## src/rtl/sio_irq_pkg.sv

```systemverilog
package sio_irq_pkg;

    localparam int NCH   = 2;
    localparam int VEC_W = 8;
    localparam int PND_W = 8;
    localparam int CMD_W = 3;
    localparam int MODE_W = 2;

    localparam int CH_A = 0;
    localparam int CH_B = 1;

    localparam logic [CMD_W-1:0] CMD_CLR_TX  = 3'd5;
    localparam logic [CMD_W-1:0] CMD_RST_IUS = 3'd7;

    localparam int PB_RX_A = 5;
    localparam int PB_TX_A = 4;
    localparam int PB_RX_B = 2;
    localparam int PB_TX_B = 1;

    typedef enum logic [1:0] {
        SVC_IDLE = 2'd0,
        SVC_RX   = 2'd1,
        SVC_TX   = 2'd2
    } svc_e;

    typedef enum logic [1:0] {
        SRC_NONE = 2'd0,
        SRC_RX   = 2'd1,
        SRC_TX   = 2'd2
    } src_e;

    function automatic logic [VEC_W-1:0] vec_code(input logic is_b,
                                                  input src_e src,
                                                  input logic hi);
        logic [VEC_W-1:0] v;
        case (src)
            SRC_RX:  v = is_b ? (hi ? 8'h20 : 8'h04) : (hi ? 8'h30 : 8'h0C);
            SRC_TX:  v = is_b ? 8'h00 : (hi ? 8'h10 : 8'h08);
            default: v = hi ? 8'h60 : 8'h06;
        endcase
        return v;
    endfunction

endpackage

```

## src/rtl/sio_irq_chan.sv

```systemverilog
module sio_irq_chan
    import sio_irq_pkg::*;
(
    input  logic clk,
    input  logic rst_n,
    input  logic rx_evt,
    input  logic tx_evt,
    input  logic rd_evt,
    input  logic clr_tx_cmd,
    input  logic rst_ius_cmd,
    output logic rx_pend,
    output logic tx_pend,
    output logic rx_avail,
    output logic vec_we,
    output src_e vec_src
);

    svc_e st_q, st_d;
    logic rp_q, rp_d;
    logic tp_q, tp_d;
    logic av_q, av_d;
    logic clr_rx, clr_tx;
    logic we_d;
    src_e src_d;

    // state register
    always_ff @(posedge clk) begin
        if (!rst_n) begin
            st_q <= SVC_IDLE;
            rp_q <= 1'b0;
            tp_q <= 1'b0;
            av_q <= 1'b0;
        end else begin
            st_q <= st_d;
            rp_q <= rp_d;
            tp_q <= tp_d;
            av_q <= av_d;
        end
    end

    // next state: clears first, then sets, so sets win
    always_comb begin
        st_d   = st_q;
        rp_d   = rp_q;
        tp_d   = tp_q;
        we_d   = 1'b0;
        src_d  = SRC_NONE;
        clr_rx = rd_evt;
        clr_tx = clr_tx_cmd;

        unique case (st_q)
            SVC_RX:   if (rst_ius_cmd) clr_rx = 1'b1;
            SVC_TX:   if (rst_ius_cmd) clr_tx = 1'b1;
            default:  ;
        endcase

        if (clr_rx) begin
            rp_d  = 1'b0;
            if (st_d == SVC_RX) st_d = SVC_IDLE;
            we_d  = 1'b1;
            src_d = SRC_NONE;
            if (tp_d) begin
                st_d  = SVC_TX;
                src_d = SRC_TX;
            end
        end

        if (clr_tx) begin
            tp_d  = 1'b0;
            if (st_d == SVC_TX) st_d = SVC_IDLE;
            we_d  = 1'b1;
            src_d = SRC_NONE;
            if (rp_d) begin
                st_d  = SVC_RX;
                src_d = SRC_RX;
            end
        end

        if (rx_evt) begin
            rp_d = 1'b1;
            if (st_d != SVC_TX) begin
                st_d  = SVC_RX;
                we_d  = 1'b1;
                src_d = SRC_RX;
            end
        end

        if (tx_evt) begin
            tp_d = 1'b1;
            if (st_d != SVC_RX) begin
                st_d  = SVC_TX;
                we_d  = 1'b1;
                src_d = SRC_TX;
            end
        end

        if (rx_evt)      av_d = 1'b1;
        else if (rd_evt) av_d = 1'b0;
        else             av_d = av_q;
    end

    // outputs
    always_comb begin
        rx_pend  = rp_q;
        tx_pend  = tp_q;
        rx_avail = av_q;
        vec_we   = we_d;
        vec_src  = src_d;
    end

endmodule

```

## src/rtl/sio_irq_vecsel.sv

```systemverilog
module sio_irq_vecsel
    import sio_irq_pkg::*;
(
    input  logic                clk,
    input  logic                rst_n,
    input  logic                status_hi,
    input  logic [NCH-1:0]      we,
    input  src_e [NCH-1:0]      src,
    output logic [VEC_W-1:0]    vec
);

    logic [VEC_W-1:0] code [NCH];
    logic [VEC_W-1:0] pick;
    logic             any_we;

    for (genvar i = 0; i < NCH; i++) begin : g_code
        assign code[i] = vec_code(i == CH_B, src[i], status_hi);
    end

    // lowest index (channel A) has priority
    always_comb begin
        pick   = vec;
        any_we = 1'b0;
        for (int i = NCH - 1; i >= 0; i--) begin
            if (we[i]) begin
                pick   = code[i];
                any_we = 1'b1;
            end
        end
    end

    always_ff @(posedge clk) begin
        if (!rst_n)      vec <= '0;
        else if (any_we) vec <= pick;
    end

endmodule

```

## src/rtl/sio_irq_req.sv

```systemverilog
module sio_irq_req
    import sio_irq_pkg::*;
(
    input  logic [NCH-1:0]        tx_ie,
    input  logic [MODE_W*NCH-1:0] rx_mode,
    input  logic [NCH-1:0]        brk_ie,
    input  logic [NCH-1:0]        brk_stat,
    input  logic [NCH-1:0]        rx_pend,
    input  logic [NCH-1:0]        tx_pend,
    output logic                  irq
);

    logic [NCH-1:0] chan_req;

    for (genvar i = 0; i < NCH; i++) begin : g_req
        logic rx_on;
        assign rx_on = (rx_mode[MODE_W*i +: MODE_W] == 2'b01) ||
                       (rx_mode[MODE_W*i +: MODE_W] == 2'b10);
        assign chan_req[i] = (tx_ie[i] & tx_pend[i]) |
                             (rx_on & rx_pend[i]) |
                             (brk_ie[i] & brk_stat[i]);
    end

    assign irq = |chan_req;

endmodule

```

## src/rtl/sio_irq_vector.sv

```systemverilog
module sio_irq_vector
    import sio_irq_pkg::*;
(
    input  logic                  clk,
    input  logic                  rst_n,
    input  logic                  status_hi,
    input  logic [NCH-1:0]        tx_ie,
    input  logic [MODE_W*NCH-1:0] rx_mode,
    input  logic [NCH-1:0]        brk_ie,
    input  logic [NCH-1:0]        brk_stat,
    input  logic [NCH-1:0]        rx_evt,
    input  logic [NCH-1:0]        tx_evt,
    input  logic [NCH-1:0]        data_rd,
    input  logic                  cmd_we,
    input  logic                  cmd_chan,
    input  logic [CMD_W-1:0]      cmd_code,
    output logic                  irq,
    output logic [VEC_W-1:0]      rr2_vec,
    output logic [PND_W-1:0]      rr3_pend,
    output logic [NCH-1:0]        rx_avail
);

    logic [NCH-1:0] rx_pend;
    logic [NCH-1:0] tx_pend;
    logic [NCH-1:0] vec_we;
    src_e [NCH-1:0] vec_src;
    logic [NCH-1:0] clr_tx_cmd;
    logic [NCH-1:0] rst_ius_cmd;

    for (genvar i = 0; i < NCH; i++) begin : g_chan
        assign clr_tx_cmd[i]  = cmd_we && (cmd_chan == i[0]) && (cmd_code == CMD_CLR_TX);
        assign rst_ius_cmd[i] = cmd_we && (cmd_chan == i[0]) && (cmd_code == CMD_RST_IUS);

        sio_irq_chan u_chan (
            .clk         (clk),
            .rst_n       (rst_n),
            .rx_evt      (rx_evt[i]),
            .tx_evt      (tx_evt[i]),
            .rd_evt      (data_rd[i]),
            .clr_tx_cmd  (clr_tx_cmd[i]),
            .rst_ius_cmd (rst_ius_cmd[i]),
            .rx_pend     (rx_pend[i]),
            .tx_pend     (tx_pend[i]),
            .rx_avail    (rx_avail[i]),
            .vec_we      (vec_we[i]),
            .vec_src     (vec_src[i])
        );
    end

    sio_irq_vecsel u_vecsel (
        .clk       (clk),
        .rst_n     (rst_n),
        .status_hi (status_hi),
        .we        (vec_we),
        .src       (vec_src),
        .vec       (rr2_vec)
    );

    sio_irq_req u_req (
        .tx_ie    (tx_ie),
        .rx_mode  (rx_mode),
        .brk_ie   (brk_ie),
        .brk_stat (brk_stat),
        .rx_pend  (rx_pend),
        .tx_pend  (tx_pend),
        .irq      (irq)
    );

    always_comb begin
        rr3_pend          = '0;
        rr3_pend[PB_RX_A] = rx_pend[CH_A];
        rr3_pend[PB_TX_A] = tx_pend[CH_A];
        rr3_pend[PB_RX_B] = rx_pend[CH_B];
        rr3_pend[PB_TX_B] = tx_pend[CH_B];
    end

endmodule

```

## config.mk

```make
export PLATFORM = sky130hd
export DESIGN_NAME = sio_irq_vector
export DESIGN_NICKNAME = d
export VERILOG_FILES = /design/src/rtl/sio_irq_pkg.sv /design/src/rtl/sio_irq_chan.sv /design/src/rtl/sio_irq_vecsel.sv /design/src/rtl/sio_irq_req.sv /design/src/rtl/sio_irq_vector.sv
export SDC_FILE = /design/constraint.sdc
export NUM_CORES = 1
export LEC_CHECK = 0
export BUFFER_PORTS_ARGS = -buffer_cell sky130_fd_sc_hd__buf_2
export CAP_MARGIN = 20
export CORE_UTILIZATION = 55
export DETAILED_ROUTE_END_ITERATION = 6
export PLACE_DENSITY = 0.85
export SLEW_MARGIN = 0
export SYNTH_ARGS = -nofsm -noshare
export SYNTH_HDL_FRONTEND = slang
export SYNTH_SLANG_ARGS = --single-unit
```

## constraint.sdc

```tcl
create_clock -name clk -period 5.9 [get_ports clk]
set_input_delay 0.59 -clock clk [delete_from_list [all_inputs] [get_ports clk]]
set_output_delay 0.59 -clock clk [all_outputs]
set_load 0.02 [all_outputs]
```

==> reports/metrics.yaml <==
status: "complete, no violations"
drc: 0
worstMarginPinSlew_ps: 808
crit_arrival_ps: 3110
peakVddDrop_uv: 137
fmax_ghz: 0.343
grt.overflow.total: 0
fin_cells: 229
synth_top_family_by_area: "compound AO/OA/AOI/OAI gates"
die_area_mm2: 0.00271
hold_viol: 0
p_per_area_mw_per_mm2: 204
report.final.slew_viol_count: 0
dr_wl_met2_um: 1720
timing.max_cap.violations: 0
rsz0062_at_grt: "no"
vias: 1362
die_y_um: 52.0
drt-met1-wl_um: 1320
grt_max_degree: 21
synth_area_leaders: "dfxtp_1, buf_4, o21a_1, nand2b_1, o21ai_0"
hp-class: "reg -> reg"
synth_ff_type: "dfxtp_1"
power.leakage_nw: 0.710
synth_area_mm2: 0.00138
intPower_uw: 200
skew_ps: 2.96
final_antenna_net_count: 0
critical_path.top_delay_family: "simple AND/OR/NAND/NOR gates"
sw_frac_of_total: 0.361
coreArea_mm2: 0.00228
synth_warnings: 0
areaGrowthSynthToFinish_pct: 11.2
io_pins: 43
fp-row-count: 17
power_frac_seq: 0.410
viasPerCell: 5.95
antenna_found_initial: 0
min_period_ps: 2910
worstSetupPathType: "in -> reg"
yosys-top-cells-count: "dfxtp_1, nand2_1, buf_4, nor2_1, o21ai_0"
nets: 229
drt_iter0_markers: 18
synth_edf_count: 0
async_reset_ff_frac: 0
synth.most_common_cell: "dfxtp_1"
grt_util_all_layers: 0.259
gp_congestion: 0.877
cts_root_buffer: "clkbuf_4"
critPathMaxFanout: 10
drive_above_1_share: 0.244
synth_mux_area_frac: 0.0400
cts_buffer_depth: 2
power_switching_uw: 113
fin_tns_setup_ps: 0
end_kind: "register"
cp-start-kind: "input pin"
cts_setup_buffers: 0
grt_pass1_wl_um: 5200
whs_ps: 466
h-tree-depth: 1
synthXorXnorAreaFrac: 0.0127
worstPathCellList: "buf_2 > nand4_4 > or2_0 > a221o_1 > and2_2 > nand2b_1 > o21ai_0 > ha_1 > nor4_1 > a221oi_1 > mux2_4"
dpl.hpwl_um: 2490
numCtsBuffers: 3
synth_fa_ha_area_frac: 0.0273
postCtsHoldBufs: 0
dp.cells: 225
ys_seq_area_frac: 0.233
crit_path_top_delay_cell: "nor4_1"
cp_num_buf_inv: 1
ctsResizeCount: 0
synthSimpleGateAreaFrac: 0.257
synth_compound_area_frac: 0.321
grt_pass1_vias: 1226
setup_viol: 0
period_share: 0.493
wire_per_inst_um: 14.2
slew_headroom: 0.458
dr.pass1.iters: 4
routed.top_layer: "met4"
clkTransAtPathRegs_ps: 110
ys_ff_latch: 16
die_w_um: 52.0
synth_area_per_cell_um2: 7.86
cts_tree: "done"
clk_latency_ps: 300
wl_met3_um: 164
critPathMaxStageDelay_ps: 410
wl_um: 3260
yosysUniqueCellTypes: 50
worstPathRequired_ps: 6090
antenna_cells: 0
synth_top_area_share: 0.233
yosysTopAreaCell: "dfxtp_1"
pwr-share-comb: 0.341
start_util: 0.605
numPortBuffers: 36
cts_num_sinks: 16
synthCells: 175
pwr-share-clk: 0.249
layer usage:
| layer | vias to the layer above | GRT usage |
|---|---|---|
| met5 | - | 0 |
| met4 | 0 | 0.122 |
| met2 | 56 | 0.472 |
| met3 | 8 | 0.0322 |
| li1 | 668 | - |
| met1 | 630 | 0.293 |
path summary, 6_finish.rpt:
path,endpoint,depth (start not counted),from,slack [ps]
max,u_vecsel.vec[2],11,cmd_code[2],2990
min,u_vecsel.vec[5],2,u_vecsel.vec[5],470
max reg2reg,u_vecsel.vec[2],10,g_chan[1].u_chan.st_q[1],2990
min reg2reg,u_vecsel.vec[5],2,u_vecsel.vec[5],470
per-stage QoR:
stage	worst slack, ps	total power, mW	util	instance area (um2)
finish	2990	0.313	0.672	1530
global route	2800	0.330	0.672	1530
CTS	3020	0.313	0.672	1530
detailed placement	2700	0.236	0.656	1490
global placement	2860	0.231	0.656	1490
floorplan	3070	0.212	-	1400
worst register-to-register path, delay by kind of cell (launching register included):
family,cells,cell delay (ps)
fa+ha+maj,1,270
mux,1,290
compound gates,4,750
simple gates,4,940
flops,1,550
cell type report:
type	instances	area, um2
timing repair buffer	36	180
sequential	16	320
clock buffer	4	36.3
multi-input combinational	137	928
fill	193	746
inverter	8	30.0
tap	28	35.0
power groups by stage:
stage / Sequential [mW] / Clock, mW / Combinational (mW)
2_1_floorplan: 0.130 / 0 / 0.0821
3_3_place_gp: 0.130 / 0 / 0.101
3_5_place_dp: 0.131 / 0 / 0.105
4_1_cts: 0.128 / 0.0793 / 0.106
5_1_grt: 0.130 / 0.0829 / 0.117
6_report: 0.128 / 0.0778 / 0.107
cells in the final DEF (no fill, tap or decap), types with 2 or more instances in the layout:
master and n:
and2_1 3, nor2_1 12, o211a_1 2, buf_2 36, clkbuf_4 3, a211oi_1 2, o21ai_0 10, a22oi_1 3
o21bai_1 2, nand2_1 13, a221o_1 3, nand2b_1 9, conb_1 6, nor4_1 2, xor2_1 2, a21oi_1 9
a32o_1 2, o21a_1 8, a31oi_1 3, nand3_1 2, ha_1 3, a21boi_0 6, dfxtp_1 16, nor2b_1 7
inv_1 8, mux2i_1 4
sequential cells by signal, indices dropped and copies added (netlist names):
| name | count |
|---|---|
| g_chan.u_chan.rx_avail | 2 |
| u_vecsel.vec | 6 |
| g_chan.u_chan.st_q | 4 |
| g_chan.u_chan.rx_pend | 2 |
| g_chan.u_chan.tx_pend | 2 |
logic make-up (layout without fill, tap and decap cells):
family	Yosys count	after routing
other	1	6
XOR/XNOR	2	2
buffers and inverters	27	48
multiplexers	5	5
adder cells (fa/ha/maj)	3	3
flip-flops	16	16
AO/OA/AOI/OAI	62	62
AND/OR/NAND/NOR	59	59
Power figures use the tool's default switching activity.
